===== src/rtl/ssv_pkg.sv =====
package ssv_pkg;

  // fault classes
  localparam logic [1:0] FK_NONE    = 2'd0;
  localparam logic [1:0] FK_BAD_TSS = 2'd1;
  localparam logic [1:0] FK_STACK   = 2'd2;
  localparam logic [1:0] FK_GPROT   = 2'd3;

  // where an error code comes from
  localparam logic [1:0] EC_ZERO = 2'd0;
  localparam logic [1:0] EC_EXT  = 2'd1;
  localparam logic [1:0] EC_SEL  = 2'd2;

  // check positions, lowest index has highest priority
  localparam int CK_NULL    = 0;
  localparam int CK_LIMIT   = 1;
  localparam int CK_RPL     = 2;
  localparam int CK_DPL     = 3;
  localparam int CK_TYPE    = 4;
  localparam int CK_PRESENT = 5;
  localparam int CK_ROOM    = 6;
  localparam int CK_IP      = 7;
  localparam int CK_IOPL    = 8;
  localparam int CK_GDPL    = 9;
  localparam int CK_CPL     = 10;
  localparam int NCHK       = 11;

  localparam int DESC_CHECKS  = 6;
  localparam int BOUND_CHECKS = 2;
  localparam int V86_CHECKS   = 3;

  function automatic logic [1:0] chk_kind(input int idx);
    if (idx <= CK_TYPE)         return FK_BAD_TSS;
    else if (idx <= CK_ROOM)    return FK_STACK;
    else                        return FK_GPROT;
  endfunction

  function automatic logic [1:0] chk_code_src(input int idx);
    if (idx == CK_NULL)                          return EC_EXT;
    else if (idx <= CK_PRESENT)                  return EC_SEL;
    else                                         return EC_ZERO;
  endfunction

endpackage


===== src/rtl/ssv_desc_screen.sv =====
module ssv_desc_screen #(
  parameter int SEL_W = 16
) (
  input  logic [SEL_W-1:0]                 sel,
  input  logic                             idx_in_limit,
  input  logic [1:0]                       desc_dpl,
  input  logic                             wr_data,
  input  logic                             present,
  input  logic [1:0]                       code_dpl,
  output logic [ssv_pkg::DESC_CHECKS-1:0]  fail
);
  import ssv_pkg::*;

  logic sel_is_null;
  assign sel_is_null = (sel[SEL_W-1:2] == '0);

  always_comb begin
    fail             = '0;
    fail[CK_NULL]    = sel_is_null;
    fail[CK_LIMIT]   = !idx_in_limit;
    fail[CK_RPL]     = (sel[1:0] != code_dpl);
    fail[CK_DPL]     = (desc_dpl != code_dpl);
    fail[CK_TYPE]    = !wr_data;
    fail[CK_PRESENT] = !present;
  end

endmodule


===== src/rtl/ssv_bounds_screen.sv =====
module ssv_bounds_screen #(
  parameter int ADDR_W       = 32,
  parameter int FRAME_WIDE   = 20,
  parameter int FRAME_NARROW = 10
) (
  input  logic                              gate_is_32,
  input  logic [ADDR_W-1:0]                 new_sp,
  input  logic [ADDR_W-1:0]                 ss_limit,
  input  logic [ADDR_W-1:0]                 ip,
  input  logic [ADDR_W-1:0]                 cs_limit,
  output logic [ssv_pkg::BOUND_CHECKS-1:0]  fail
);
  localparam logic [ADDR_W-1:0] FW = ADDR_W'(FRAME_WIDE);
  localparam logic [ADDR_W-1:0] FN = ADDR_W'(FRAME_NARROW);

  // expand-up stack: frame sits just below sp, top byte must be in limit
  function automatic logic room_ok(input logic [ADDR_W-1:0] sp,
                                   input logic [ADDR_W-1:0] lim,
                                   input logic [ADDR_W-1:0] frame);
    return (sp >= frame) && ((sp - ADDR_W'(1)) <= lim);
  endfunction

  function automatic logic in_limit(input logic [ADDR_W-1:0] addr,
                                    input logic [ADDR_W-1:0] lim);
    return addr <= lim;
  endfunction

  logic [ADDR_W-1:0] frame_sel;
  assign frame_sel = gate_is_32 ? FW : FN;

  assign fail[0] = !room_ok(new_sp, ss_limit, frame_sel);
  assign fail[1] = !in_limit(ip, cs_limit);

endmodule


===== src/rtl/ssv_v86_screen.sv =====
module ssv_v86_screen (
  input  logic                            v86_entry,
  input  logic [1:0]                      iopl,
  input  logic [1:0]                      gate_dpl,
  input  logic [1:0]                      target_cpl,
  output logic [ssv_pkg::V86_CHECKS-1:0]  fail
);
  logic [ssv_pkg::V86_CHECKS-1:0] raw;
  assign raw[0] = (iopl != 2'd3);
  assign raw[1] = (gate_dpl != 2'd3);
  assign raw[2] = (target_cpl != 2'd0);
  assign fail = v86_entry ? raw : '0;
endmodule


===== src/rtl/ssv_first_fault.sv =====
module ssv_first_fault #(
  parameter int N = 11
) (
  input  logic [N-1:0] fail,
  output logic [N-1:0] first_oh,
  output logic         any
);
  logic [N:0] blocked;
  assign blocked[0] = 1'b0;

  for (genvar i = 0; i < N; i++) begin : g_chain
    assign first_oh[i]  = fail[i] & ~blocked[i];
    assign blocked[i+1] = blocked[i] | fail[i];
  end

  assign any = blocked[N];
endmodule


===== src/rtl/stack_switch_validator.sv =====
module stack_switch_validator #(
  parameter int SEL_W        = 16,
  parameter int ADDR_W       = 32,
  parameter int FRAME_WIDE   = 20,
  parameter int FRAME_NARROW = 10
) (
  input  logic              clk,
  input  logic              rst_n,
  input  logic              req_valid,
  input  logic              v86_entry,
  input  logic              ext_event,
  input  logic [SEL_W-1:0]  ss_sel,
  input  logic              ss_idx_in_limit,
  input  logic [1:0]        ss_desc_dpl,
  input  logic              ss_desc_wr_data,
  input  logic              ss_desc_present,
  input  logic [1:0]        code_dpl,
  input  logic              gate_is_32,
  input  logic [ADDR_W-1:0] new_sp,
  input  logic [ADDR_W-1:0] ss_limit,
  input  logic [ADDR_W-1:0] ip,
  input  logic [ADDR_W-1:0] cs_limit,
  input  logic [1:0]        iopl,
  input  logic [1:0]        gate_dpl,
  input  logic [1:0]        target_cpl,
  output logic              rsp_valid,
  output logic              rsp_pass,
  output logic [1:0]        rsp_kind,
  output logic [SEL_W-1:0]  rsp_code
);
  import ssv_pkg::*;

  // named internal events
  logic [DESC_CHECKS-1:0]  desc_fail;
  logic [BOUND_CHECKS-1:0] bound_fail;
  logic [V86_CHECKS-1:0]   v86_fail;
  logic [NCHK-1:0]         fail_vec;
  logic [NCHK-1:0]         first_oh;
  logic                    any_fault;
  logic [1:0]              kind_c;
  logic [1:0]              src_c;
  logic [SEL_W-1:0]        code_c;

  ssv_desc_screen #(.SEL_W(SEL_W)) u_desc (
    .sel          (ss_sel),
    .idx_in_limit (ss_idx_in_limit),
    .desc_dpl     (ss_desc_dpl),
    .wr_data      (ss_desc_wr_data),
    .present      (ss_desc_present),
    .code_dpl     (code_dpl),
    .fail         (desc_fail)
  );

  ssv_bounds_screen #(
    .ADDR_W       (ADDR_W),
    .FRAME_WIDE   (FRAME_WIDE),
    .FRAME_NARROW (FRAME_NARROW)
  ) u_bounds (
    .gate_is_32 (gate_is_32),
    .new_sp     (new_sp),
    .ss_limit   (ss_limit),
    .ip         (ip),
    .cs_limit   (cs_limit),
    .fail       (bound_fail)
  );

  ssv_v86_screen u_v86 (
    .v86_entry  (v86_entry),
    .iopl       (iopl),
    .gate_dpl   (gate_dpl),
    .target_cpl (target_cpl),
    .fail       (v86_fail)
  );

  assign fail_vec = {v86_fail, bound_fail, desc_fail};

  ssv_first_fault #(.N(NCHK)) u_first (
    .fail     (fail_vec),
    .first_oh (first_oh),
    .any      (any_fault)
  );

  always_comb begin
    kind_c = FK_NONE;
    src_c  = EC_ZERO;
    for (int i = 0; i < NCHK; i++) begin
      if (first_oh[i]) begin
        kind_c = kind_c | chk_kind(i);
        src_c  = src_c | chk_code_src(i);
      end
    end
  end

  always_comb begin
    case (src_c)
      EC_EXT:  code_c = {{(SEL_W-1){1'b0}}, ext_event};
      EC_SEL:  code_c = {ss_sel[SEL_W-1:2], 1'b0, ext_event};
      default: code_c = '0;
    endcase
  end

  always_ff @(posedge clk or negedge rst_n) begin
    if (!rst_n) begin
      rsp_valid <= 1'b0;
      rsp_pass  <= 1'b0;
      rsp_kind  <= FK_NONE;
      rsp_code  <= '0;
    end else begin
      rsp_valid <= req_valid;
      if (req_valid) begin
        rsp_pass <= !any_fault;
        rsp_kind <= kind_c;
        rsp_code <= code_c;
      end
    end
  end

endmodule


===== config.mk =====
export PLATFORM = sky130hd
export DESIGN_NAME = stack_switch_validator
export DESIGN_NICKNAME = d
export VERILOG_FILES = /design/src/rtl/ssv_pkg.sv /design/src/rtl/ssv_desc_screen.sv /design/src/rtl/ssv_bounds_screen.sv /design/src/rtl/ssv_v86_screen.sv /design/src/rtl/ssv_first_fault.sv /design/src/rtl/stack_switch_validator.sv
export SDC_FILE = /design/constraint.sdc
export NUM_CORES = 1
export LEC_CHECK = 0
export ABC_AREA = 1
export BUFFER_PORTS_ARGS = -buffer_cell sky130_fd_sc_hd__buf_2
export CAP_MARGIN = 20
export CELL_PAD_IN_SITES_DETAIL_PLACEMENT = 1
export CELL_PAD_IN_SITES_GLOBAL_PLACEMENT = 1
export CORE_ASPECT_RATIO = 2
export CORE_MARGIN = 4
export CORE_UTILIZATION = 33
export CTS_BUF_LIST = sky130_fd_sc_hd__clkbuf_8 sky130_fd_sc_hd__clkbuf_16
export DETAILED_ROUTE_END_ITERATION = 8
export PLACE_DENSITY = 0.89
export SETUP_SLACK_MARGIN = 0.2
export SLEW_MARGIN = 0
export SYNTH_ARGS = -nofsm -noshare
export SYNTH_HDL_FRONTEND = slang
export SYNTH_SLANG_ARGS = --single-unit
export TNS_END_PERCENT = 5

===== constraint.sdc =====
create_clock -name clk -period 0.9 [get_ports clk]
set_input_delay 0.18 -clock clk [delete_from_list [all_inputs] [get_ports clk]]
set_output_delay 0.18 -clock clk [all_outputs]
set_load 0.01 [all_outputs]

Word level (Yosys, flattened, before mapping)
Index checks and enable logic that the tools add are counted.
Cells by class
  add/sub/neg operators: 1
  magnitude comparators: 3
  equal/unequal tests: 6
  mux-type cells: 43
  bitwise gates (word level): 50
  reduce and logical (&&, ||, !) cells: 9
Operator list (number)
  2-bit two-way mux: 39
  32-bit <= comparator: 2
  2-bit bitwise OR: 18
  32-bit >= comparator: 1
  16-bit case mux with 2 select lines: 1
  32-bit by 1-bit subtractor with 32-bit output, second input constant: 1
  14-bit logical NOT: 1
  1-bit bitwise AND: 10
  1-bit inverter: 10
  1-bit bitwise OR: 10
  1-bit logical NOT: 6
  5-bit two-way mux: 1
  2-bit inequality test: 2
  2-bit inequality test, second input constant: 2
  1-bit by 2-bit bitwise OR with 2-bit output: 2
  3-bit two-way mux: 1
  2-bit by 1-bit == test with 1-bit output, second input constant: 1
  2-bit == test, second input constant: 1
  2-bit nonzero test: 1
  1-bit logical AND: 1
  1-bit two-way mux: 1
Word-level totals
  flip-flop bits (word level): 20
  bits of input ports: 163
  output and inout bits: 20
  word-level logic and storage cells: 116

Logic depth before layout (Yosys ltp)
Gate-level depths: netlist of run 1.
  depth in word-level cells: 26
  gate-level depth with buffers: 29
  depth with buffers taken out: 29

Hierarchy
A second synthesis of run 1 with hierarchy kept.
Second synthesis, totals
  cell total of the unflattened synthesis: 585
  area total of the unflattened synthesis: 3811.2 µm²
Modules (own cells, without submodules)
  ssv_bounds_screen: times used 1, cells an instance 422, area each 2622.5 µm², seq. area each 0.0 µm²
  stack_switch_validator: times used 1, cells an instance 98, area each 860.8 µm², seq. area each 475.5 µm²
  ssv_first_fault: times used 1, cells an instance 30, area each 158.9 µm², seq. area each 0.0 µm²
  ssv_desc_screen: times used 1, cells an instance 30, area each 140.1 µm², seq. area each 0.0 µm²
  ssv_v86_screen: times used 1, cells an instance 5, area each 28.8 µm², seq. area each 0.0 µm²

Worst setup path after synthesis of run 1
OpenSTA, ideal clock, no wires.
  path type: in2reg
  from: input new_sp[0]
  to: register rsp_kind[0]
  library setup time: 66 ps
  arrival: 2960 ps
  data required time: 834 ps
  slack: -2125 ps
  stages on the path: 26
  path buffers: 0
  path through: inv_1 > ha_1 > nand2_1 > nor3_2 > nand2_2 > nor3_4 > nand2_2 > nor2_4 > nand3b_4 > nor3_4 > nand2_1 > a22oi_1 > inv_1 > ha_1 > nand2_1 > nor2_1 > nand4_1 > nor2_1 > nand2_1 > nand2_1 > nand3_1 > nor2_1 > nand4_1 > nand3_1 > nand2_1 > nand2_1
On the way
  longest elaborated chain between the ends: 14
  elaborated cells on any way between the ends: 27
  classes of those cells: add/sub (1); order compare (2); mux (5); bitwise (17); reduce/logical (2)
RTL lines
  start, declared: line stack_switch_validator.sv:19  | input logic [ADDR_W-1:0] new_sp,
  32-bit by 1-bit subtractor with 32-bit output: line ssv_bounds_screen.sv:20  | return (sp >= frame) && ((sp - ADDR_W'(1)) <= lim);
  32-bit <= comparator: line ssv_bounds_screen.sv:20
  1-bit logical AND (*): line ssv_bounds_screen.sv:20
  1-bit logical NOT (*): line ssv_bounds_screen.sv:31  | assign fail[0] = !room_ok(new_sp, ss_limit, frame_sel);
  1-bit bitwise AND or 1-bit bitwise OR (tied branches): line ssv_first_fault.sv:12, ssv_first_fault.sv:13
  2-bit two-way mux or 1-bit inverter (tied branches): line stack_switch_validator.sv:87, ssv_first_fault.sv:12
  2-bit bitwise OR or 1-bit bitwise AND (tied branches): line stack_switch_validator.sv:88, ssv_first_fault.sv:12
  2-bit two-way mux: line stack_switch_validator.sv:87  | if (first_oh[i]) begin
  2-bit bitwise OR: line stack_switch_validator.sv:88  | kind_c = kind_c | chk_kind(i);
  2-bit two-way mux: line stack_switch_validator.sv:87
  2-bit bitwise OR: line stack_switch_validator.sv:88
  2-bit two-way mux: line stack_switch_validator.sv:87
  2-bit bitwise OR: line stack_switch_validator.sv:88
  2-bit two-way mux (*): line stack_switch_validator.sv:87
  end signal, assigned: line stack_switch_validator.sv:112  | rsp_kind <= kind_c;
  end, declared: line stack_switch_validator.sv:28  | output logic [1:0] rsp_kind,
Mark *: on every way between the ends. The rest lies on a longest branch, timed or not.
A chain may end at the register's enable or synchronous reset.

Worst setup path in the final report of run 1
Same ends and word-level chain as after synthesis.

==> results of run 1 <==
kinds of logic (layout without fill, tap and decap cells):
kind of cell | count (synthesis) | count (layout) | share of synthesized area [%]
DFF | 19 | 19 | 13.6
other | 1 | 1 | 0.107
xor gates and xnor gates | 25 | 25 | 6.25
adders and majority gates | 71 | 71 | 25.4
AOI/OAI and AO/OA | 50 | 50 | 7.90
and+or+nand+nor | 264 | 264 | 34.9
buffers and inverters | 110 | 383 | 11.9
registers in the layout, indices dropped and copies added, names as in the netlist:
signal,count
rsp_code,15
rsp_kind,2
rsp_pass,1
rsp_valid,1
cell type report:
type / count / area, um2 / share of cell area [%]
clock buffer: 3 / 75.1 / 1.36
clock inverter: 1 / 5.00 / 0.0904
inverter: 104 / 393 / 7.10
multi-input combinational: 411 / 2730 / 49.3
sequential: 19 / 475 / 8.59
tap: 137 / 171 / 3.10
timing repair buffer: 275 / 1680 / 30.4
layout by cell type, fill, tap and decap left out, types with 13 or more instances in the layout:
master	instances
sky130_fd_sc_hd__buf_2	172
sky130_fd_sc_hd__nand2_1	130
sky130_fd_sc_hd__inv_1	102
sky130_fd_sc_hd__buf_4	93
sky130_fd_sc_hd__ha_1	68
sky130_fd_sc_hd__nor2_1	47
sky130_fd_sc_hd__nand3_1	31
sky130_fd_sc_hd__a21oi_1	25
sky130_fd_sc_hd__dfrtp_1	19
sky130_fd_sc_hd__xor2_1	13
power groups by stage:
stage / Clock (W) / Sequential [W] / Combinational [W]
after detailed placement: 0 / 0.000973 / 0.00191
final: 0.000926 / 0.000966 / 0.00207
after floorplan: 0 / 0.00101 / 0.000838
after global routing: 0.000989 / 0.000973 / 0.00231
after CTS: 0.000944 / 0.000963 / 0.00201
after global placement: 0 / 0.000970 / 0.00176
critical path: stages:
cell and delay, ns:
sky130_fd_sc_hd__buf_6 0.10, sky130_fd_sc_hd__inv_2 0.07, sky130_fd_sc_hd__ha_4 0.15, sky130_fd_sc_hd__nand2_4 0.07, sky130_fd_sc_hd__nor3_4 0.19, sky130_fd_sc_hd__nand2_2 0.11, sky130_fd_sc_hd__nor3_4 0.15, sky130_fd_sc_hd__nand2_2 0.10
sky130_fd_sc_hd__buf_4 0.15, sky130_fd_sc_hd__buf_4 0.13, sky130_fd_sc_hd__nor3_2 0.13, sky130_fd_sc_hd__xnor2_1 0.13, sky130_fd_sc_hd__inv_1 0.06, sky130_fd_sc_hd__ha_1 0.21, sky130_fd_sc_hd__a21oi_2 0.20, sky130_fd_sc_hd__o21ai_1 0.13
sky130_fd_sc_hd__a21oi_1 0.20, sky130_fd_sc_hd__nand2_1 0.13, sky130_fd_sc_hd__nand2_1 0.09, sky130_fd_sc_hd__nand2_1 0.06, sky130_fd_sc_hd__nand2_2 0.11, sky130_fd_sc_hd__nand3_4 0.09, sky130_fd_sc_hd__nor2_4 0.13, sky130_fd_sc_hd__nand4_1 0.12
sky130_fd_sc_hd__nand3_1 0.10, sky130_fd_sc_hd__nand2_1 0.05, sky130_fd_sc_hd__nand2_1 0.06
what timing repair did:
item | CTS | global route
setup endpoints to repair | 37 | 37
endpoints found under the hold margin | 19 | 19
buffers inserted | 11 | 3
resized for setup | 30 | 11
pin swaps | 15 | 9
worst max path at each step:
stage,from,end,depth (start not counted)
floorplan,new_sp[0],rsp_kind[0],26
global placement,new_sp[1],rsp_kind[0],27
detailed placement,new_sp[1],rsp_kind[1],27
CTS,new_sp[1],rsp_kind[1],28
global route,new_sp[0],rsp_kind[1],28
finish,new_sp[0],rsp_kind[0],27
metal layers:
| layer | share of wire (%) | wire [um] | track usage (%) | up-vias |
|---|---|---|---|---|
| met4 | 4.1 | 627 | 10.1 | 0 |
| met3 | 5.0 | 775 | 2.52 | 34 |
| met5 | 0 | 0 | 0 | - |
| met1 | 32 | 4870 | 20.7 | 2201 |
| met2 | 59 | 9090 | 51.4 | 169 |
| li1 | - | - | - | 2266 |
stage by stage:
step | total power, W | TNS, ns | utilization [%] | instance area [um2] | hold WS [ns]
final | 0.00396 | -15.47 | 52.8 | 5540 | -0.138
after global routing | 0.00427 | -18.65 | 52.8 | 5540 | -0.105
after CTS | 0.00392 | -15.37 | 52.2 | 5470 | -0.126
after detailed placement | 0.00289 | -21.27 | 49.3 | 5160 | 0.150
after global placement | 0.00273 | -19.54 | 49.3 | 5160 | 0.133
after floorplan | 0.00184 | -15.03 | - | 3500 | -0.116
==> qor.log, run 1 <==
qor: clock_tree.tritoncts.num_buffers 3
qor: power.net_switching_power_figure 0.00145 W
qor: drt.antenna_violating_nets_post_route 0
qor: sta.post-route-min-period 3.24 ns
qor: critical_path.regToRegEndpoint rsp_code[0]
qor: sta.grt_setup_unrepaired true
qor: sta.final_worst_hold_slack -0.138 ns
qor: power.leakage 3.36 nW
qor: grt.globalRoute.totalOverflow 0
qor: drt.post-route-drc-count 0
qor: drt.wl_per_cell 16.2 um
qor: critical_path.timing.critical_path.required 1.09 ns
qor: critical_path.r2r_setup_slack 0.25 ns
qor: power.switching_part_of_the_total_power 36.6%
qor: placement.io_buffers 181
qor: critical_path.worst_setup_path_end_kind flip-flop
qor: clock_tree.cts.path.max_buffers 2
qor: die.die_width 80.8 um
qor: run_status.violations negative hold slack, negative setup slack
qor: critical_path.critical_path.startpoint_type primary input
qor: drt.num_vias 4670
qor: die.rows 53
qor: grt.first_global_vias 5440
qor: grt.grt_first_pass_wirelength 23.8 mm
qor: run.timing.max_cap.violations 0
qor: critical_path.path_class primary input to flip-flop
qor: critical_path.critPathArrivalTime 3.43 ns
qor: sta.fmaxAchievable 309 MHz
qor: synthesis.avgSynthCellArea 6.48 um2
qor: min_path.min-delay-path-class primary input to async pin
qor: die.die_area 12400 um2
qor: sta.final-max-slew-violation-count 0
qor: cells_and_area.fillerInstances 1431
qor: placement.placedCellCount 932
qor: synthesis.post_synth_inst_count 540
qor: die.area_of_the_core 10500 um2
qor: placement.dp.final_hpwl 12.9 mm
qor: placement.place.gp.congestion 0.907
qor: clock_tree.reg_clk_slew_reported_paths 0.06 ns
qor: clock_tree.worstSkewPairLatency 0.25 ns
qor: clock_tree.cts_root_buffer sky130_fd_sc_hd__clkbuf_16
qor: power.clock_power_share 23.4%
qor: cells_and_area.nets 1048
qor: power.powerDensity 715 nW/um2
qor: synthesis.async_flop_share 100%
qor: synthesis.synth.most_common_cell sky130_fd_sc_hd__nand2_1
qor: synthesis.most_frequent_cells_after_synthesis sky130_fd_sc_hd__nand2_1 (133), sky130_fd_sc_hd__inv_1 (104), sky130_fd_sc_hd__ha_1 (71)
qor: die.ios 183
qor: placement.pre_cts_slack -2.65 ns
qor: grt.global_route.usage.total 24.1%
qor: drt.drtPass1Iterations 4
qor: power.cell_internal_pwr 0.00251 W
qor: power.pwr-share-seq 24.4%
qor: die.die-height 154 um
qor: synthesis.syn-cell-area 3500 um2
qor: synthesis.fraction_of_the_yosys_area_taken_by_sequential_cells 13.6%
qor: drt.avgViaCountPerCell 4.92
qor: sta.setup_viol 37
qor: clock_tree.htreeDepth 1
qor: grt.largest_net_degree_at_the_start_of_global_routing 20
qor: cells_and_area.final_cells 950
qor: critical_path.critical_path.max_fanout 3
qor: synthesis.synthTopCellsByArea sky130_fd_sc_hd__ha_1 (25%), sky130_fd_sc_hd__nand2_1 (14%), sky130_fd_sc_hd__dfrtp_1 (14%)
qor: synthesis.synthDominantAreaCellType sky130_fd_sc_hd__ha_1
qor: synthesis.yosysWarnings 0
qor: die.floorplan.initialDensity 33.4%
qor: synthesis.count_of_flip_flops_with_a_built_in_enable_after_synthesis 0
qor: grt.antenna_found_initial 0
qor: synthesis.synth_cell_type_count 37
qor: synthesis.syn-num-nets 774
qor: sta.finalWorstSetupSlack -2.34 ns
qor: synthesis.postSynthRegisterBits 19
qor: drt.routed_wl 15.4 mm
qor: sta.setup_clock_skew_after_layout 0 ns
qor: clock_tree.tritoncts_sinks 19
qor: synthesis.postSynth.topFlopCell sky130_fd_sc_hd__dfrtp_1
qor: cells_and_area.area_delta_synth_final 58.1%
qor: power.comb_power_share 52.2%
qor: sta.total_count_of_hold_check_failures_in_the_final_report 19
qor: drt.detail_route.iter0.violations 98
qor: critical_path.reg2reg_depth 2
qor: critical_path.worstReg2RegStart rsp_code[0]
qor: cells_and_area.antennaDiodeCount 0
qor: sta.finalCritPeriodShare 360%
qor: power.irDropWorstVdd 0.000963 V
qor: clock_tree.cts_tree done
qor: run_status.run_status complete, but fails checks
qor: cells_and_area.post_route_cells_drive_above_1_share 39.7%
qor: synthesis.synthDominantCellAreaShare 25.4%
(Power assumes the default switching activity.)
==> run 2: changes to the inputs <==
RECOVER_POWER = 25   (was default)
==> qor.log, run 2 (synthesized netlist as in run 1, its figures left out) <==
qor: die.area_of_the_core 10500 um2 [unchanged]
qor: grt.grt_most_used_layer met2 [unchanged]
qor: cells_and_area.reg_top3 rsp_code: 15 flops, rsp_kind: 2 flops [unchanged]
qor: grt.antenna_found_initial 0 [unchanged]
qor: critical_path.path_class primary input to flip-flop [unchanged]
qor: critical_path.regToRegEndpoint rsp_code[0] [unchanged]
qor: sta.setup_clock_skew_after_layout 0 ns [unchanged]
qor: cells_and_area.area_delta_synth_final 58.1% [unchanged]
qor: cells_and_area.nets 1048 [unchanged]
qor: die.die-height 154 um [unchanged]
qor: placement.pre_cts_slack -2.65 ns [unchanged]
qor: clock_tree.cts.path.max_buffers 2 [unchanged]
qor: clock_tree.tritoncts.num_buffers 3 [unchanged]
qor: drt.drtPass1Iterations 4 [unchanged]
qor: run.timing.max_cap.violations 0 [unchanged]
qor: power.powerDensity 715 nW/um2 [about the same]
qor: cells_and_area.mostFrequentLayoutCell sky130_fd_sc_hd__buf_2 [unchanged]
qor: sta.post-route-min-period 3.24 ns [unchanged]
qor: cells_and_area.multi_input_comb_area 2730 um2 [unchanged]
qor: grt.largest_net_degree_at_the_start_of_global_routing 20 [unchanged]
qor: sta.finalWorstSetupSlack -2.34 ns [unchanged]
qor: critical_path.critPathArrivalTime 3.43 ns [about the same]
qor: sta.grt_setup_unrepaired true [unchanged]
qor: grt.grt_first_pass_wirelength 23.8 mm [unchanged]
qor: grt.globalRoute.totalOverflow 0 [unchanged]
qor: min_path.min-delay-path-class primary input to async pin [unchanged]
qor: clock_tree.cts_tree done [unchanged]
qor: grt.global_route.usage.total 24.1% [unchanged]
qor: sta.fmaxAchievable 309 MHz [unchanged]
qor: die.floorplan.initialDensity 33.4% [unchanged]
qor: clock_tree.worstSkewPairLatency 0.25 ns [about the same]
qor: cells_and_area.post_route_cells_drive_above_1_share 39.7% [unchanged]
qor: grt.met3_usage 2.52% [unchanged]
qor: sta.final_worst_hold_slack -0.124 ns [was -0.138 ns]
qor: cells_and_area.final-seq-area 475 um2 [unchanged]
qor: critical_path.worst_path_most_repeated_cell sky130_fd_sc_hd__nand2_1 [unchanged]
qor: critical_path.critical_path.max_fanout 3 [unchanged]
qor: critical_path.slowest_cell_delay_on_critical_path 0.21 ns [about the same]
qor: sta.total_count_of_hold_check_failures_in_the_final_report 19 [unchanged]
qor: drt.wl_per_cell 16.2 um [about the same]
qor: placement.place.gp.congestion 0.907 [unchanged]
qor: die.ios 183 [unchanged]
qor: drt.antenna_violating_nets_post_route 0 [unchanged]
qor: cells_and_area.regMostFlops rsp_code [unchanged]
qor: critical_path.worst_setup_path_end_kind flip-flop [unchanged]
qor: cells_and_area.post-route-util 52.8% [unchanged]
qor: drt.detail_route.iter0.violations 98 [unchanged]
qor: drt.routed_wl 15.4 mm [about the same]
qor: sta.setup_viol 37 [unchanged]
qor: clock_tree.reg_clk_slew_reported_paths 0.06 ns [about the same]
qor: clock_tree.htreeDepth 1 [unchanged]
qor: sta.finalCritPeriodShare 360% [unchanged]
qor: drt.avgViaCountPerCell 4.92 [unchanged]
qor: cells_and_area.antennaDiodeCount 0 [unchanged]
qor: critical_path.critical_path.startpoint_type primary input [unchanged]
qor: run_status.run_status complete, but fails checks [unchanged]
qor: grt.gr-usage-met2 51.4% [unchanged]
qor: grt.first_global_vias 5440 [unchanged]
qor: drt.post-route-drc-count 0 [unchanged]
qor: cells_and_area.final_cell_mix sky130_fd_sc_hd__buf_2 (171), sky130_fd_sc_hd__nand2_1 (130), sky130_fd_sc_hd__inv_1 (102) [was sky130_fd_sc_hd__buf_2 (172), sky130_fd_sc_hd__nand2_1 (130), sky130_fd_sc_hd__inv_1 (102)]
qor: critical_path.timing.critical_path.required 1.09 ns [about the same]
qor: die.die_area 12400 um2 [unchanged]
qor: clock_tree.cts_root_buffer sky130_fd_sc_hd__clkbuf_16 [unchanged]
qor: clock_tree.tritoncts_sinks 19 [unchanged]
qor: run_status.violations negative hold slack, negative setup slack [unchanged]
qor: die.die_width 80.8 um [unchanged]
qor: sta.final-max-slew-violation-count 0 [unchanged]
qor: cells_and_area.largest_register_ff_count 15 [unchanged]
qor: power.total_power_of_the_final_layout 0.00396 W [about the same]
qor: critical_path.worstReg2RegStart rsp_code[0] [unchanged]
qor: die.rows 53 [unchanged]
qor: placement.dp.final_hpwl 12.9 mm [unchanged]
qor: power.irDropWorstVdd 0.000963 V [unchanged]
qor: placement.io_buffers 181 [unchanged]
qor: cells_and_area.fillerInstances 1431 [unchanged]
qor: critical_path.r2r_setup_slack 0.25 ns [about the same]
qor: grt.grt.met1_usage 20.7% [unchanged]
qor: critical_path.crit_buf_inv 5 [unchanged]
qor: critical_path.crit_family simple AND/OR/NAND/NOR gates [unchanged]
qor: drt.num_vias 4670 [unchanged]
qor: critical_path.cp_slowest_cell sky130_fd_sc_hd__ha_1 [unchanged]
qor: power.leakage 3.36 nW [about the same]
qor: critical_path.reg2reg_depth 2 [unchanged]
[run 2: cell types whose count changed in the layout (fill, tap and decap cells not counted), sizes merged]
cell	change
buf	-1
clkbuf	+1
[run 2: power breakdown]
part	switching, W	internal, W	total [W]
Sequential	0.0000424	0.000924	0.000966
Clock	0.000330	0.000596	0.000926
Combinational	0.00108	0.000990	0.00207
[run 2: worst max-delay path by stage]
| stage | startpoint | end | slack, ns | cells after the start |
|---|---|---|---|---|
| after floorplan | new_sp[0] | rsp_kind[0] | -2.13 | 26 |
| after global placement | new_sp[1] | rsp_kind[0] | -2.34 | 27 |
| after detailed placement | new_sp[1] | rsp_kind[1] | -2.65 | 27 |
| after CTS | new_sp[1] | rsp_kind[1] | -2.24 | 28 |
| after global routing | new_sp[0] | rsp_kind[1] | -2.54 | 28 |
| final | new_sp[0] | rsp_kind[0] | -2.34 | 27 |
[run 2: timing repair]
item | CTS | global route
resized for setup | 30 | 11
setup endpoints to repair | 37 | 37
gates cloned | 0 | 0
hold endpoints to repair | 19 | 19
pin swaps | 15 | 9
buffers inserted | 11 | 3
[run 2: worst reg2reg max path: cells and delay by family (launching register included)]
| family | cells | cell delay (ns) |
|---|---|---|
| AO/OA/AOI/OAI | 1 | 0.07 |
| flip-flops | 1 | 0.39 |
| AND/OR/NAND/NOR | 1 | 0.08 |
[run 2: through the flow]
stage,setup TNS [ns],instance area (um2),cells
6_report,-15.47,5540,950
5_1_grt,-18.65,5540,950
4_1_cts,-15.37,5470,947
3_5_place_dp,-21.27,5160,932
3_3_place_gp,-19.54,5160,932
2_1_floorplan,-15.03,3500,540
[run 2: layer usage]
layer,up-vias,share of wire [%]
li1,2266,-
met1,2201,32
met2,169,59
met3,34,5.0
met4,0,4.1
met5,-,0
[run 2: area by class of cell]
class | count | share of cell area [%]
clock buffer | 3 | 1.36
clock inverter | 1 | 0.0904
inverter | 104 | 7.10
multi-input combinational | 411 | 49.3
sequential | 19 | 8.59
tap | 137 | 3.10
timing repair buffer | 275 | 30.4
==> run 3: changes to the inputs <==
CORE_ASPECT_RATIO = default   (was 2)
==> qor.log, run 3 (synthesized netlist as in run 1, its figures left out) <==
qor: critical_path.regToRegEndpoint rsp_pass [was rsp_code[0]]
qor: cells_and_area.mostFrequentLayoutCell sky130_fd_sc_hd__buf_2 [unchanged]
qor: sta.grt_setup_unrepaired true [unchanged]
qor: drt.post-route-drc-count 0 [unchanged]
qor: drt.num_vias 4688 [was 4670]
qor: sta.totalNegativeSetupSlack -15.70 ns [was -15.47 ns]
qor: die.floorplan.initialDensity 33.9% [was 33.4%]
qor: run_status.violations negative hold slack, negative setup slack [unchanged]
qor: power.powerDensity 656 nW/um2 [was 715 nW/um2]
qor: clock_tree.htreeDepth 1 [unchanged]
qor: die.ios 183 [unchanged]
qor: critical_path.worstReg2RegStart rsp_pass [was rsp_code[0]]
qor: sta.post-route-min-period 3.19 ns [was 3.24 ns]
qor: critical_path.worst-path-stages 28 [was 27]
qor: critical_path.timing.critical_path.required 1.10 ns [was 1.09 ns]
qor: clock_tree.cts.path.max_buffers 2 [unchanged]
qor: die.rows 37 [was 53]
qor: power.irDropWorstVdd 0.000465 V [was 0.000963 V]
qor: placement.pre_cts_slack -2.72 ns [was -2.65 ns]
qor: critical_path.critPathArrivalTime 3.39 ns [was 3.43 ns]
qor: sta.setup_clock_skew_after_layout 0 ns [unchanged]
qor: sta.finalWorstSetupSlack -2.29 ns [was -2.34 ns]
qor: die.die_width 111 um [was 80.8 um]
qor: die.die_area 12300 um2 [was 12400 um2]
qor: cells_and_area.reg_top3 rsp_code: 15 flops, rsp_kind: 2 flops [unchanged]
qor: clock_tree.tritoncts_sinks 19 [unchanged]
qor: critical_path.worst_setup_path_end_kind flip-flop [unchanged]
qor: critical_path.path_class primary input to flip-flop [unchanged]
qor: sta.setup_viol 37 [unchanged]
qor: critical_path.setup.worst_path.end rsp_kind[0] [unchanged]
qor: power.total_power_of_the_final_layout 0.00370 W [was 0.00396 W]
qor: drt.wl_per_cell 16.5 um [was 16.2 um]
qor: clock_tree.reg_clk_slew_reported_paths 0.07 ns [was 0.06 ns]
qor: sta.finalCritPeriodShare 354% [was 360%]
qor: critical_path.critical_path.startpoint_type primary input [unchanged]
qor: critical_path.slowest_cell_delay_on_critical_path 0.30 ns [was 0.21 ns]
qor: sta.total_count_of_hold_check_failures_in_the_final_report 19 [unchanged]
qor: cells_and_area.largest_register_ff_count 15 [unchanged]
qor: critical_path.critical_path.max_fanout 3 [unchanged]
qor: placement.placedCellCount 938 [was 932]
qor: placement.io_buffers 181 [unchanged]
qor: sta.tightest_slew 0.514 ns
qor: drt.antenna_violating_nets_post_route 0 [unchanged]
qor: sta.final-max-slew-violation-count 0 [unchanged]
qor: die.die-height 111 um [was 154 um]
qor: clock_tree.cts_root_buffer sky130_fd_sc_hd__clkbuf_8 [was sky130_fd_sc_hd__clkbuf_16]
qor: drt.avgViaCountPerCell 4.91 [was 4.92]
qor: cells_and_area.regMostFlops rsp_code [unchanged]
qor: cells_and_area.area_delta_synth_final 61.2% [was 58.1%]
qor: clock_tree.worstSkewPairLatency 0.25 ns [about the same]
qor: grt.globalRoute.totalOverflow 0 [unchanged]
qor: drt.routed_wl 15.7 mm [was 15.4 mm]
qor: placement.place.gp.congestion 0.920 [was 0.907]
qor: run.timing.max_cap.violations 0 [unchanged]
qor: grt.global_route.usage.total 23.5% [was 24.1%]
qor: critical_path.crit_family simple AND/OR/NAND/NOR gates [unchanged]
qor: grt.largest_net_degree_at_the_start_of_global_routing 20 [unchanged]
qor: grt.first_global_vias 5303 [was 5440]
qor: drt.drtPass1Iterations 4 [unchanged]
qor: cells_and_area.final_cell_mix sky130_fd_sc_hd__buf_2 (168), sky130_fd_sc_hd__nand2_1 (127), sky130_fd_sc_hd__inv_1 (101) [was sky130_fd_sc_hd__buf_2 (171), sky130_fd_sc_hd__nand2_1 (130), sky130_fd_sc_hd__inv_1 (102)]
qor: clock_tree.tritoncts.num_buffers 3 [unchanged]
qor: critical_path.r2r_setup_slack 0.17 ns [was 0.25 ns]
qor: critical_path.crit_buf_inv 1 [was 5]
qor: sta.slew_headroom 65.7%
qor: critical_path.setup.worst_path.start new_sp[2] [was new_sp[0]]
qor: clock_tree.cts_tree done [unchanged]
qor: placement.dp.final_hpwl 12.9 mm [about the same]
qor: drt.detail_route.iter0.violations 164 [was 98]
qor: critical_path.worst_path_most_repeated_cell sky130_fd_sc_hd__nand2_2 [was sky130_fd_sc_hd__nand2_1]
qor: power.leakage 3.38 nW [was 3.36 nW]
qor: sta.final_worst_hold_slack -0.117 ns [was -0.124 ns]
qor: die.area_of_the_core 10300 um2 [was 10500 um2]
qor: min_path.min-delay-path-class primary input to async pin [unchanged]
qor: critical_path.cp_slowest_cell sky130_fd_sc_hd__ha_1 [unchanged]
qor: critical_path.reg2reg_depth 2 [unchanged]
qor: run_status.run_status complete, but fails checks [unchanged]
qor: cells_and_area.nets 1053 [was 1048]
qor: grt.antenna_found_initial 0 [unchanged]
qor: sta.fmaxAchievable 314 MHz [was 309 MHz]
qor: cells_and_area.final_cells 954 [was 950]
qor: cells_and_area.antennaDiodeCount 0 [unchanged]
qor: cells_and_area.post_route_cells_drive_above_1_share 41.4% [was 39.7%]
qor: grt.grt_first_pass_wirelength 24.4 mm [was 23.8 mm]
## run 3: changes by cell type in the layout (fill, tap and decap cells not counted), moves of 3 or more
cell | before | now
sky130_fd_sc_hd__buf_2 | 171 | 168
sky130_fd_sc_hd__buf_6 | 8 | 13
sky130_fd_sc_hd__clkbuf_16 | 3 | 0
sky130_fd_sc_hd__nand2_1 | 130 | 127
sky130_fd_sc_hd__nor2_4 | 5 | 8
sky130_fd_sc_hd__nor2_1 | 47 | 44
sky130_fd_sc_hd__buf_4 | 93 | 96
sky130_fd_sc_hd__clkbuf_8 | 0 | 3
## run 3: power breakdown
part / internal (W) / switching [W] / total, W / leakage (nW)
logic: 0.00103 / 0.00111 / 0.00215 / 3.12
registers: 0.000922 / 0.0000508 / 0.000973 / 0.233
clock network: 0.000303 / 0.000275 / 0.000578 / 0.0269
total: 0.00226 / 0.00144 / 0.00370 / 3.38
## run 3: per-layer routing
layer  wire (um)  global-route usage [%]  part of all wire [%]  vias to the layer above
met3         919                    3.71                   5.8                       60
met1        5740                    25.1                    36                     2163
met2        8310                    45.1                    53                      190
met4         773                    10.0                   4.9                        0
li1            -                       -                     -                     2275
met5           0                       0                     0                        -
## run 3: cell type report
class,count,area [um2]
multi-input cells,411,2810
clock buffers,3,41.3
clock inverters,1,3.75
flip-flops and latches,19,475
repair buffers,280,1750
inverters,104,395
well taps,136,170
fillers,1426,4680
## run 3: how the worst min path moves through the flow
stage / startpoint / end
2_1_floorplan: rst_n / rsp_code[0]
3_3_place_gp: rst_n / rsp_code[2]
3_5_place_dp: rst_n / rsp_code[14]
4_1_cts: rst_n / rsp_code[14]
5_1_grt: rst_n / rsp_code[14]
6_report: rst_n / rsp_code[14]
## run 3: stage by stage
step	utilization (%)	hold slack (ns)	instance area (um2)
global placement	50.5	0.138	5220
finish	54.6	-0.117	5640
detailed placement	50.5	0.152	5220
CTS	53.3	-0.128	5500
global route	54.6	-0.0948	5640
floorplan	-	-0.116	3500
## run 3: what timing repair did
action,CTS,global route
pin swaps,24,19
endpoints found under the setup margin,37,37
cloned,0,0
resized for setup,37,27
hold endpoints to repair,19,19
setup buffers,9,3
